==> src/rtl/spinCommPkg.sv <==
package spinCommPkg;

  localparam int NUM_PHASES = 6;
  localparam logic [2:0] PARK_CODE = 3'b101;

  typedef struct packed {
    logic       brake;
    logic       awake;
    logic       divHi;
    logic       manual;
    logic       run;
    logic [2:0] manState;
  } modeT;

  // control -> datapath strobes
  typedef struct packed {
    logic restart;
    logic latch;
  } dpCmdT;

  // datapath -> control status
  typedef struct packed {
    logic dlyZero;
    logic atLimit;
  } dpStatT;

  function automatic logic [2:0] phaseCode(input logic [2:0] idx);
    logic [2:0] code;
    case (idx)
      3'd0:    code = 3'b001;
      3'd1:    code = 3'b011;
      3'd2:    code = 3'b010;
      3'd3:    code = 3'b110;
      3'd4:    code = 3'b100;
      3'd5:    code = 3'b000;
      default: code = PARK_CODE;
    endcase
    return code;
  endfunction

  function automatic logic [2:0] phaseAdvance(input logic [2:0] idx, input logic [2:0] by);
    logic [3:0] sum;
    sum = {1'b0, idx} + {1'b0, by};
    if (sum >= 4'(NUM_PHASES)) sum = sum - 4'(NUM_PHASES);
    return sum[2:0];
  endfunction

endpackage

==> src/rtl/spinCommRegs.sv <==
module spinCommRegs
  import spinCommPkg::*;
#(
  parameter int DATA_W    = 12,
  parameter int ADDR_W    = 3,
  parameter int CNT_W     = 11,
  parameter int CTRL_ADDR = 1,
  parameter int LIM_ADDR  = 6,
  parameter int LIM_RESET = 2047
) (
  input  logic              clk,
  input  logic              porOk,
  input  logic              wrEn,
  input  logic [ADDR_W-1:0] addr,
  input  logic [DATA_W-1:0] wrData,
  output modeT              mode,
  output logic [CNT_W-1:0]  limit,
  output logic              divLo
);

  localparam int BIT_RUN   = 3;
  localparam int BIT_MAN   = 4;
  localparam int BIT_DIV   = 5;
  localparam int BIT_AWAKE = 6;
  localparam int BIT_BRAKE = DATA_W - 1;
  localparam int BIT_DLO   = CNT_W;

  logic ctrlHit;
  logic limHit;

  assign ctrlHit = wrEn && (addr == ADDR_W'(CTRL_ADDR));
  assign limHit  = wrEn && (addr == ADDR_W'(LIM_ADDR));

  always_ff @(posedge clk or negedge porOk) begin
    if (!porOk) begin
      mode  <= '0;
      limit <= CNT_W'(LIM_RESET);
      divLo <= 1'b0;
    end else begin
      if (ctrlHit) begin
        mode.manState <= wrData[2:0];
        mode.run      <= wrData[BIT_RUN];
        mode.manual   <= wrData[BIT_MAN];
        mode.divHi    <= wrData[BIT_DIV];
        mode.awake    <= wrData[BIT_AWAKE];
        mode.brake    <= wrData[BIT_BRAKE];
      end
      if (limHit) begin
        limit <= wrData[CNT_W-1:0];
        divLo <= wrData[BIT_DLO];
      end
    end
  end

endmodule

==> src/rtl/spinCommCount.sv <==
module spinCommCount
  import spinCommPkg::*;
#(
  parameter int CNT_W    = 11,
  parameter int DIV_STEP = 1
) (
  input  logic             clk,
  input  logic             porOk,
  input  dpCmdT            cmd,
  input  logic [CNT_W-1:0] limit,
  input  logic [1:0]       divSel,
  output dpStatT           stat
);

  localparam int PRE_W = 3 * DIV_STEP;

  logic [PRE_W-1:0] preCnt;
  logic [PRE_W-1:0] preMask;
  logic             tick;
  logic [CNT_W-1:0] intCnt;
  logic [CNT_W-1:0] dlyCnt;

  always_comb begin
    for (int b = 0; b < PRE_W; b++) begin
      preMask[b] = (b < int'(divSel) * DIV_STEP);
    end
  end

  assign tick = &(preCnt | ~preMask);

  always_ff @(posedge clk or negedge porOk) begin
    if (!porOk) begin
      preCnt <= '0;
      intCnt <= CNT_W'(1);
      dlyCnt <= '0;
    end else begin
      if (cmd.restart) begin
        preCnt <= '0;
        intCnt <= CNT_W'(1);
      end else begin
        preCnt <= preCnt + 1'b1;
        if (tick && (intCnt < limit)) intCnt <= intCnt + 1'b1;
      end
      if (cmd.latch) dlyCnt <= intCnt >> 1;
      else if (tick && (dlyCnt != '0)) dlyCnt <= dlyCnt - 1'b1;
    end
  end

  assign stat.dlyZero = (dlyCnt == '0);
  assign stat.atLimit = (intCnt >= limit);

  // interval only moves upward between restarts
  assert_count_monotone_R6: assert property (@(posedge clk) disable iff (!porOk)
    !cmd.restart |=> intCnt >= $past(intCnt));

  // pending delay never grows unless a new crossing reloads it
  assert_delay_falls_R7: assert property (@(posedge clk) disable iff (!porOk)
    !cmd.latch |=> dlyCnt <= $past(dlyCnt));

endmodule

==> src/rtl/spinCommSeq.sv <==
module spinCommSeq
  import spinCommPkg::*;
(
  input  logic       clk,
  input  logic       porOk,
  input  modeT       mode,
  input  logic       zcPulse,
  input  dpStatT     stat,
  output dpCmdT      cmd,
  output logic [2:0] commCode
);

  typedef enum logic [1:0] {ST_IDLE, ST_MEAS, ST_PEND} seqStateT;

  seqStateT   state;
  seqStateT   nextState;
  logic       active;
  logic       step;
  logic [2:0] idx;
  logic [2:0] shownIdx;

  assign active = mode.run && !mode.manual && mode.awake;

  always_comb begin
    cmd       = '0;
    step      = 1'b0;
    nextState = state;
    if (!active) begin
      cmd.restart = 1'b1;
      nextState   = ST_IDLE;
    end else if (zcPulse) begin
      cmd.restart = 1'b1;
      cmd.latch   = 1'b1;
      nextState   = ST_PEND;
    end else if (state == ST_PEND) begin
      if (stat.dlyZero) begin
        step      = 1'b1;
        nextState = ST_MEAS;
      end
    end else begin
      nextState = ST_MEAS;
      if (stat.atLimit) begin
        step        = 1'b1;
        cmd.restart = 1'b1;
      end
    end
  end

  always_ff @(posedge clk or negedge porOk) begin
    if (!porOk) begin
      state <= ST_IDLE;
      idx   <= '0;
    end else begin
      state <= nextState;
      if (step) idx <= phaseAdvance(idx, 3'd1);
    end
  end

  assign shownIdx = mode.brake ? phaseAdvance(idx, 3'd3) : idx;

  always_comb begin
    if (!mode.awake)                 commCode = PARK_CODE;
    else if (mode.run && mode.manual) commCode = mode.manState;
    else                             commCode = phaseCode(shownIdx);
  end

  assert_phase_legal_R5: assert property (@(posedge clk) disable iff (!porOk)
    idx < 3'(NUM_PHASES));

  assert_phase_order_R5: assert property (@(posedge clk) disable iff (!porOk)
    (idx != $past(idx)) |-> (idx == phaseAdvance($past(idx), 3'd1)));

  assert_hold_inactive_R3: assert property (@(posedge clk) disable iff (!porOk)
    !active |=> $stable(idx));

  assert_zc_defers_R7: assert property (@(posedge clk) disable iff (!porOk)
    (active && zcPulse) |=> $stable(idx));

endmodule

==> src/rtl/spinCommCtrl.sv <==
module spinCommCtrl
  import spinCommPkg::*;
#(
  parameter int DATA_W    = 12,
  parameter int ADDR_W    = 3,
  parameter int CNT_W     = 11,
  parameter int DIV_STEP  = 1,
  parameter int CTRL_ADDR = 1,
  parameter int LIM_ADDR  = 6,
  parameter int LIM_RESET = 2047
) (
  input  logic              clk,
  input  logic              porOk,
  input  logic              wrEn,
  input  logic              rdEn,
  input  logic [ADDR_W-1:0] addr,
  input  logic [DATA_W-1:0] wrData,
  input  logic              zcPulse,
  output logic [2:0]        commCode,
  output logic [DATA_W-1:0] rdData
);

  modeT             mode;
  logic [CNT_W-1:0] limit;
  logic             divLo;
  dpCmdT            cmd;
  dpStatT           stat;

  spinCommRegs #(
    .DATA_W(DATA_W), .ADDR_W(ADDR_W), .CNT_W(CNT_W),
    .CTRL_ADDR(CTRL_ADDR), .LIM_ADDR(LIM_ADDR), .LIM_RESET(LIM_RESET)
  ) u_regs (
    .clk(clk), .porOk(porOk), .wrEn(wrEn), .addr(addr), .wrData(wrData),
    .mode(mode), .limit(limit), .divLo(divLo)
  );

  spinCommCount #(.CNT_W(CNT_W), .DIV_STEP(DIV_STEP)) u_count (
    .clk(clk), .porOk(porOk), .cmd(cmd), .limit(limit),
    .divSel({mode.divHi, divLo}), .stat(stat)
  );

  spinCommSeq u_seq (
    .clk(clk), .porOk(porOk), .mode(mode), .zcPulse(zcPulse),
    .stat(stat), .cmd(cmd), .commCode(commCode)
  );

  always_comb begin
    rdData = '0;
    if (rdEn && (addr == ADDR_W'(CTRL_ADDR))) rdData[2:0] = commCode;
  end

endmodule

==> config.mk <==
export PLATFORM = sky130hd
export DESIGN_NAME = spinCommCtrl
export DESIGN_NICKNAME = d
export VERILOG_FILES = /design/src/rtl/spinCommPkg.sv /design/src/rtl/spinCommRegs.sv /design/src/rtl/spinCommCount.sv /design/src/rtl/spinCommSeq.sv /design/src/rtl/spinCommCtrl.sv
export SDC_FILE = /design/constraint.sdc
export NUM_CORES = 1
export LEC_CHECK = 0
export BUFFER_PORTS_ARGS = -buffer_cell sky130_fd_sc_hd__buf_2
export CORE_UTILIZATION = 55
export DETAILED_ROUTE_END_ITERATION = 16
export PLACE_DENSITY = 0.83
export SLEW_MARGIN = 25
export SYNTH_ARGS = -nofsm -noshare
export SYNTH_HDL_FRONTEND = slang
export SYNTH_SLANG_ARGS = --single-unit
==> constraint.sdc <==
create_clock -name clk -period 4 [get_ports clk]
set_input_delay 0.8 -clock clk [delete_from_list [all_inputs] [get_ports clk]]
set_output_delay 0.8 -clock clk [all_outputs]
set_load 0.02 [all_outputs]
==> results.toml, run 1 <==
[status]
status = "finished clean"

[flow_run]
maxCapViolations = 0

[min_path]
hold_class = "reg2reg"
min_path_cells = 1

[power_and_ir_drop]
seqPwrFrac = 0.490
pwr-share-comb = 0.288
leakagePower_nw = 1.440
p_sw_w = 0.0004988
power.internal_w = 0.0009821
switching_share = 0.3368
peakVddDrop_v = 0.0003699
p_clk_frac = 0.222
power.total_w = 0.001481
p_per_area_nw_per_um2 = 457.3

[setup_path]
reg2reg_depth = 8
cp-end-kind = "output port"
worstSetupPathType = "reg2out"
cp_max_fo = 9
cp.required_ps = 3200
cp-start-kind = "register"
cp.arrival_ps = 2830

[place]
place_inst = 391
gp_congestion = 0.8178
dpl.hpwl_mm = 4.293
dpl_cell_area_um2 = 3133
io_buffers = 25

[floorplanning]
fp.dieH_um = 76.05
fp.coreArea_um2 = 5205
die_width_um = 76.05
start_util = 0.5793
rows = 26
io-pin-count = 35
dieArea_um2 = 5783

[timing]
fmax_mhz = 275.5
slew_headroom = 0.4397
finalCriticalPeriod_ps = 3629
skew_ps = 7.976
finalCritPeriodShare = 0.9073
grt_setup_unrepaired = "no"
tightest_slew_ps = 836.0
finalMaxSlewViolations = 0
finalSetupViolations = 0
fin_tns_setup_ps = 0
timing_hold_violations_final = 0

[grt]
grt_overflow_total = 0
grt_usage = 0.2178
grt_antenna_before_repair = 0
grt_max_degree = 51
grt_pass1_vias = 2212
grt_pass1_wl_mm = 10.03

[cts]
ctsHtreeMaxLevel = 2
cts_tree = "yes"
clockBufferDepth = 2
clk_pin_slew_ps = 90
cts_resized = 0
cts_buffers = 5
cts_setup_buffers = 0
clock-sinks = 50
clock-root-buffer = "clkbuf_8"
clk_latency_ps = 310
postCtsHoldBufs = 0

[logic_synthesis]
synth_edf_count = 0
synthCells = 310
ys_ff_latch = 50
ys.flop_type = "dfrtp_1"
ys_types = 51
synth_seq_area_share = 0.4199
syn_area_um2 = 3015
ys_async_sr_fraction = 1.000
ys_warn_count = 0
postSynthAreaPerCell_um2 = 9.727

[layout]
syn2layout_area_growth_pct = 7.386
antenna_cells = 0
fin_area_um2 = 3238
finalNonFillerCells = 399
drive_gt1_frac = 0.2310
final_util = 0.6221
nNetsFinal = 366

[routing]
post-route-drc-count = 0
routed_wl_mm = 5.799
ant_nets = 0
wl_per_cell_um = 14.53
first_pass_iters = 4
initialDrtViolationCount = 132
dr_total_vias = 2251
drt-vias-per-instance = 5.642
[area by class of cell]
type / instances / area, µm²
timing repair buffer: 25 / 127.6
clock buffer: 7 / 96.34
sequential: 50 / 1266
tap: 70 / 87.58
multi-input combinational: 226 / 1577
clock inverter: 1 / 8.758
fill: 426 / 1967
inverter: 20 / 75.07
[metrics by stage]
stage | hold slack [ps] | setup WS [ps]
after CTS | 466.4 | 423.3
after floorplan | 426.4 | 751.4
after detailed placement | 453.9 | 770.3
after global routing | 488.6 | 94.66
final | 463.0 | 370.6
after global placement | 441.7 | 948.6
[path summary, 6_finish.rpt]
kind | start | slack, ps | endpoint
worst max-delay path | u_seq.idx[0] | 370 | rdData[1]
worst min-delay path | u_count.preCnt[0] | 460 | u_count.preCnt[0]
worst max register to register | u_regs.limit[10] | 1660 | u_count.intCnt[6]
worst min register to register | u_count.preCnt[0] | 460 | u_count.preCnt[0]
max in group asynchronous | porOk | 3110 | u_count.intCnt[7]
min in group asynchronous | porOk | 500 | u_count.dlyCnt[3]
[cells in the mapped netlist, types with 3 or more instances]
| master | number | area share |
|---|---|---|
| dfstp_2 | 12 | 0.10 |
| a21oi_1 | 20 | 0.033 |
| nand2_1 | 14 | 0.017 |
| nand3_1 | 12 | 0.020 |
| nand3b_1 | 3 | 0.0075 |
| nor2_1 | 30 | 0.037 |
| mux2_2 | 21 | 0.078 |
| nor3b_1 | 4 | 0.010 |
| nor4_1 | 7 | 0.015 |
| xnor2_1 | 21 | 0.061 |
| o21ai_0 | 5 | 0.0083 |
| ha_1 | 18 | 0.075 |
| dfrtp_1 | 38 | 0.32 |
| nor2b_1 | 4 | 0.0083 |
| xor2_1 | 4 | 0.012 |
| inv_1 | 19 | 0.024 |
| a31oi_1 | 3 | 0.0062 |
| clkbuf_1 | 10 | 0.012 |
| nand4_1 | 5 | 0.010 |
| buf_4 | 10 | 0.025 |
| nor3_1 | 8 | 0.013 |
[worst max-delay path, cell delays in order, from the launching register on]
cell and delay (ps):
dfrtp_1 540, inv_1 120, ha_1 290, a211o_1 320, a221oi_1 320, o22ai_1 210, o211a_1 250, a31oi_1 210
nor3b_1 90, buf_2 160
[flip-flops by register name, summed over array words and instances (netlist names)]
name / count
u_count.preCnt: 3
u_regs.mode: 8
u_seq.idx: 3
u_regs.divLo: 1
u_regs.limit: 11
u_count.dlyCnt: 11
u_seq.state: 2
u_count.intCnt: 11
[per-layer routing]
metal | vias to the layer above | track usage | part of all wire
met3 | 13 | 0.03353 | 0.035
met4 | 0 | 0.1019 | 0.019
met2 | 50 | 0.3618 | 0.50
met5 | - | 0 | 0
li1 | 1090 | - | -
met1 | 1098 | 0.2802 | 0.45
[layout by cell type (no fill, tap or decap), types with 7 or more instances in the layout]
| master | n |
|---|---|
| a21oi_1 | 20 |
| buf_2 | 24 |
| clkbuf_8 | 7 |
| conb_1 | 9 |
| dfrtp_1 | 38 |
| dfstp_2 | 12 |
| ha_1 | 18 |
| inv_1 | 19 |
| mux2_2 | 21 |
| nand2_1 | 14 |
| nand3_1 | 12 |
| nor2_1 | 30 |
| nor3_1 | 8 |
| nor4_1 | 7 |
| xnor2_1 | 21 |
[cell families after synthesis]
family                     synth area share
buffers and inverters               0.06722
DFF                                  0.4199
AOI/OAI and AO/OA                   0.09129
muxes                               0.08506
xor gates and xnor gates            0.07261
adders and majority gates           0.07469
other                              0.001244
and+or+nand+nor                      0.1880
[power by group through the flow]
stage | Clock [W] | Sequential, W | Combinational (W)
global placement | 0 | 0.000724 | 0.000405
detailed placement | 0 | 0.000734 | 0.000424
floorplan | 0 | 0.000696 | 0.000356
finish | 0.000329 | 0.000725 | 0.000427
global route | 0.000356 | 0.000741 | 0.000484
CTS | 0.000333 | 0.000725 | 0.000429
Power figures use the tool's default switching activity.
==> run 2, diff against run 1 <==
REMOVE_ABC_BUFFERS = 1   (was unset)
==> run 2 against run 1 <==
Critical path depth stayed put; utilization increased by 0.12 points; setup slack better by 75 ps; wire length down 2.6%; combinational power shrank 2%; largest cell class unchanged; largest power group unchanged.
==> results.toml, run 2 (synthesized netlist as in run 1, its figures left out) <==
[timing]
timing_hold_violations_final = 0
fmax_mhz = 281.3
tightest_slew_ps = 807.0
holdWs_ps = 444.7
finalCritPeriodShare = 0.8886
slew_headroom = 0.4591
skew_ps = 7.969
finalCriticalPeriod_ps = 3554
finalSetupViolations = 0
grt_setup_unrepaired = "no"
fin_tns_setup_ps = 0
finalMaxSlewViolations = 0

[grt]
grt_antenna_before_repair = 0
grt_overflow_total = 0
grt_pass1_wl_mm = 9.818
grt_pass1_vias = 2214
grt_max_degree = 30
grt_usage = 0.2125

[min_path]
hold_class = "in2async"

[setup_path]
cp-end-kind = "output port"
cp-start-kind = "register"
crit_chain = "inv_1, ha_1, a211o_1, a221oi_1, o22ai_1, o211a_1, a31oi_1, nor3b_1, buf_2"
cp.required_ps = 3200
critical-path-max-stage-delay_ps = 530
regToRegSetupSlack_ps = 1560
cp_max_fo = 9
worstSetupPathType = "reg2out"
slowest_stage = "dfrtp_1"
cpLargestDelayFamily = "compound AO/OA/AOI/OAI gates"
reg2reg_from = "u_regs.limit[8]"
cp_num_buf_inv = 2
r2r-end = "u_count.intCnt[6]"
cp.arrival_ps = 2750
reg2reg_depth = 8

[cts]
cts_resized = 0
clk_pin_slew_ps = 90
clock-root-buffer = "clkbuf_8"
postCtsHoldBufs = 0
cts_buffers = 5
cts_setup_buffers = 0
clock-sinks = 50
clockBufferDepth = 2
ctsHtreeMaxLevel = 2
cts_tree = "yes"
clk_latency_ps = 300

[place]
dpl_cell_area_um2 = 3138
place_inst = 392
gp_congestion = 0.8217
io_buffers = 25
dpl.hpwl_mm = 4.181

[power_and_ir_drop]
leakagePower_nw = 1.442
p_clk_frac = 0.237
switching_share = 0.3219
seqPwrFrac = 0.483
peakVddDrop_v = 0.0002859
pwr-share-comb = 0.280
p_sw_w = 0.0004797
power.internal_w = 0.001010
p_per_area_nw_per_um2 = 459.3

[floorplanning]
rows = 26
die_width_um = 76.05
fp.coreArea_um2 = 5205
dieArea_um2 = 5783
fp.dieH_um = 76.05
start_util = 0.5793
io-pin-count = 35

[layout]
layout_common_cells = "38 x dfrtp_1, 30 x nor2_1, 25 x buf_2, 21 x xnor2_1, 21 x mux2_2"
syn2layout_area_growth_pct = 7.593
finalNonFillerCells = 400
antenna_cells = 0
largestRegisters = "u_count.dlyCnt x11, u_count.intCnt x11, u_regs.limit x11"
fin_area_um2 = 3244
num-fill-cells = 426
drive_gt1_frac = 0.2273
final_common_cell = "dfrtp_1"
nNetsFinal = 367

[routing]
initialDrtViolationCount = 133
first_pass_iters = 4
dr_total_vias = 2265
drt-vias-per-instance = 5.663
wl_per_cell_um = 14.13
post-route-drc-count = 0
routed_wl_mm = 5.650
ant_nets = 0

[flow_run]
maxCapViolations = 0

[status]
status = "finished clean"
==> run 2: worst max path at each step <==
stage	start	cells after the start	to	slack, ps
finish	u_seq.idx[0]	9	rdData[1]	450
global route	u_seq.idx[0]	9	commCode[1]	290
CTS	u_seq.idx[0]	9	rdData[1]	450
detailed placement	u_seq.idx[0]	9	rdData[1]	800
global placement	u_seq.idx[0]	9	rdData[1]	950
floorplan	u_seq.idx[0]	8	rdData[0]	990
==> run 2: power by group through the flow <==
stage / Clock (W) / Combinational, W / Sequential [W]
CTS: 0.000357 / 0.000420 / 0.000719
global route: 0.000378 / 0.000471 / 0.000736
finish: 0.000353 / 0.000417 / 0.000720
global placement: 0 / 0.000403 / 0.000723
floorplan: 0 / 0.000332 / 0.000704
detailed placement: 0 / 0.000416 / 0.000729
==> run 2: area by class of cell <==
class                           count  area [µm²]  share of cell area
Multi-Input combinational cell    226        1577              0.4859
Sequential cell                    50        1266              0.3903
Timing Repair Buffer               26       132.6             0.04088
Tap cell                           70       87.58             0.02700
Clock inverter                      1       30.03            0.009256
Inverter                           20       75.07             0.02314
Clock buffer                        7       76.32             0.02352
==> run 2: stage by stage <==
| stage | setup slack [ps] | utilization | total power [W] |
|---|---|---|---|
| 2_1_floorplan | 987.6 | - | 0.001037 |
| 3_3_place_gp | 949.3 | 0.6029 | 0.001126 |
| 3_5_place_dp | 797.8 | 0.6029 | 0.001144 |
| 4_1_cts | 453.1 | 0.6233 | 0.001497 |
| 5_1_grt | 289.5 | 0.6233 | 0.001586 |
| 6_report | 445.6 | 0.6233 | 0.001490 |
==> run 2: metal layers <==
| metal | vias to the layer above | global-route usage | routed length, µm |
|---|---|---|---|
| li1 | 1097 | - | - |
| met1 | 1101 | 0.2732 | 2551 |
| met2 | 58 | 0.3527 | 2803 |
| met3 | 9 | 0.04790 | 212 |
| met4 | 0 | 0.07692 | 82 |
| met5 | - | 0 | 0 |
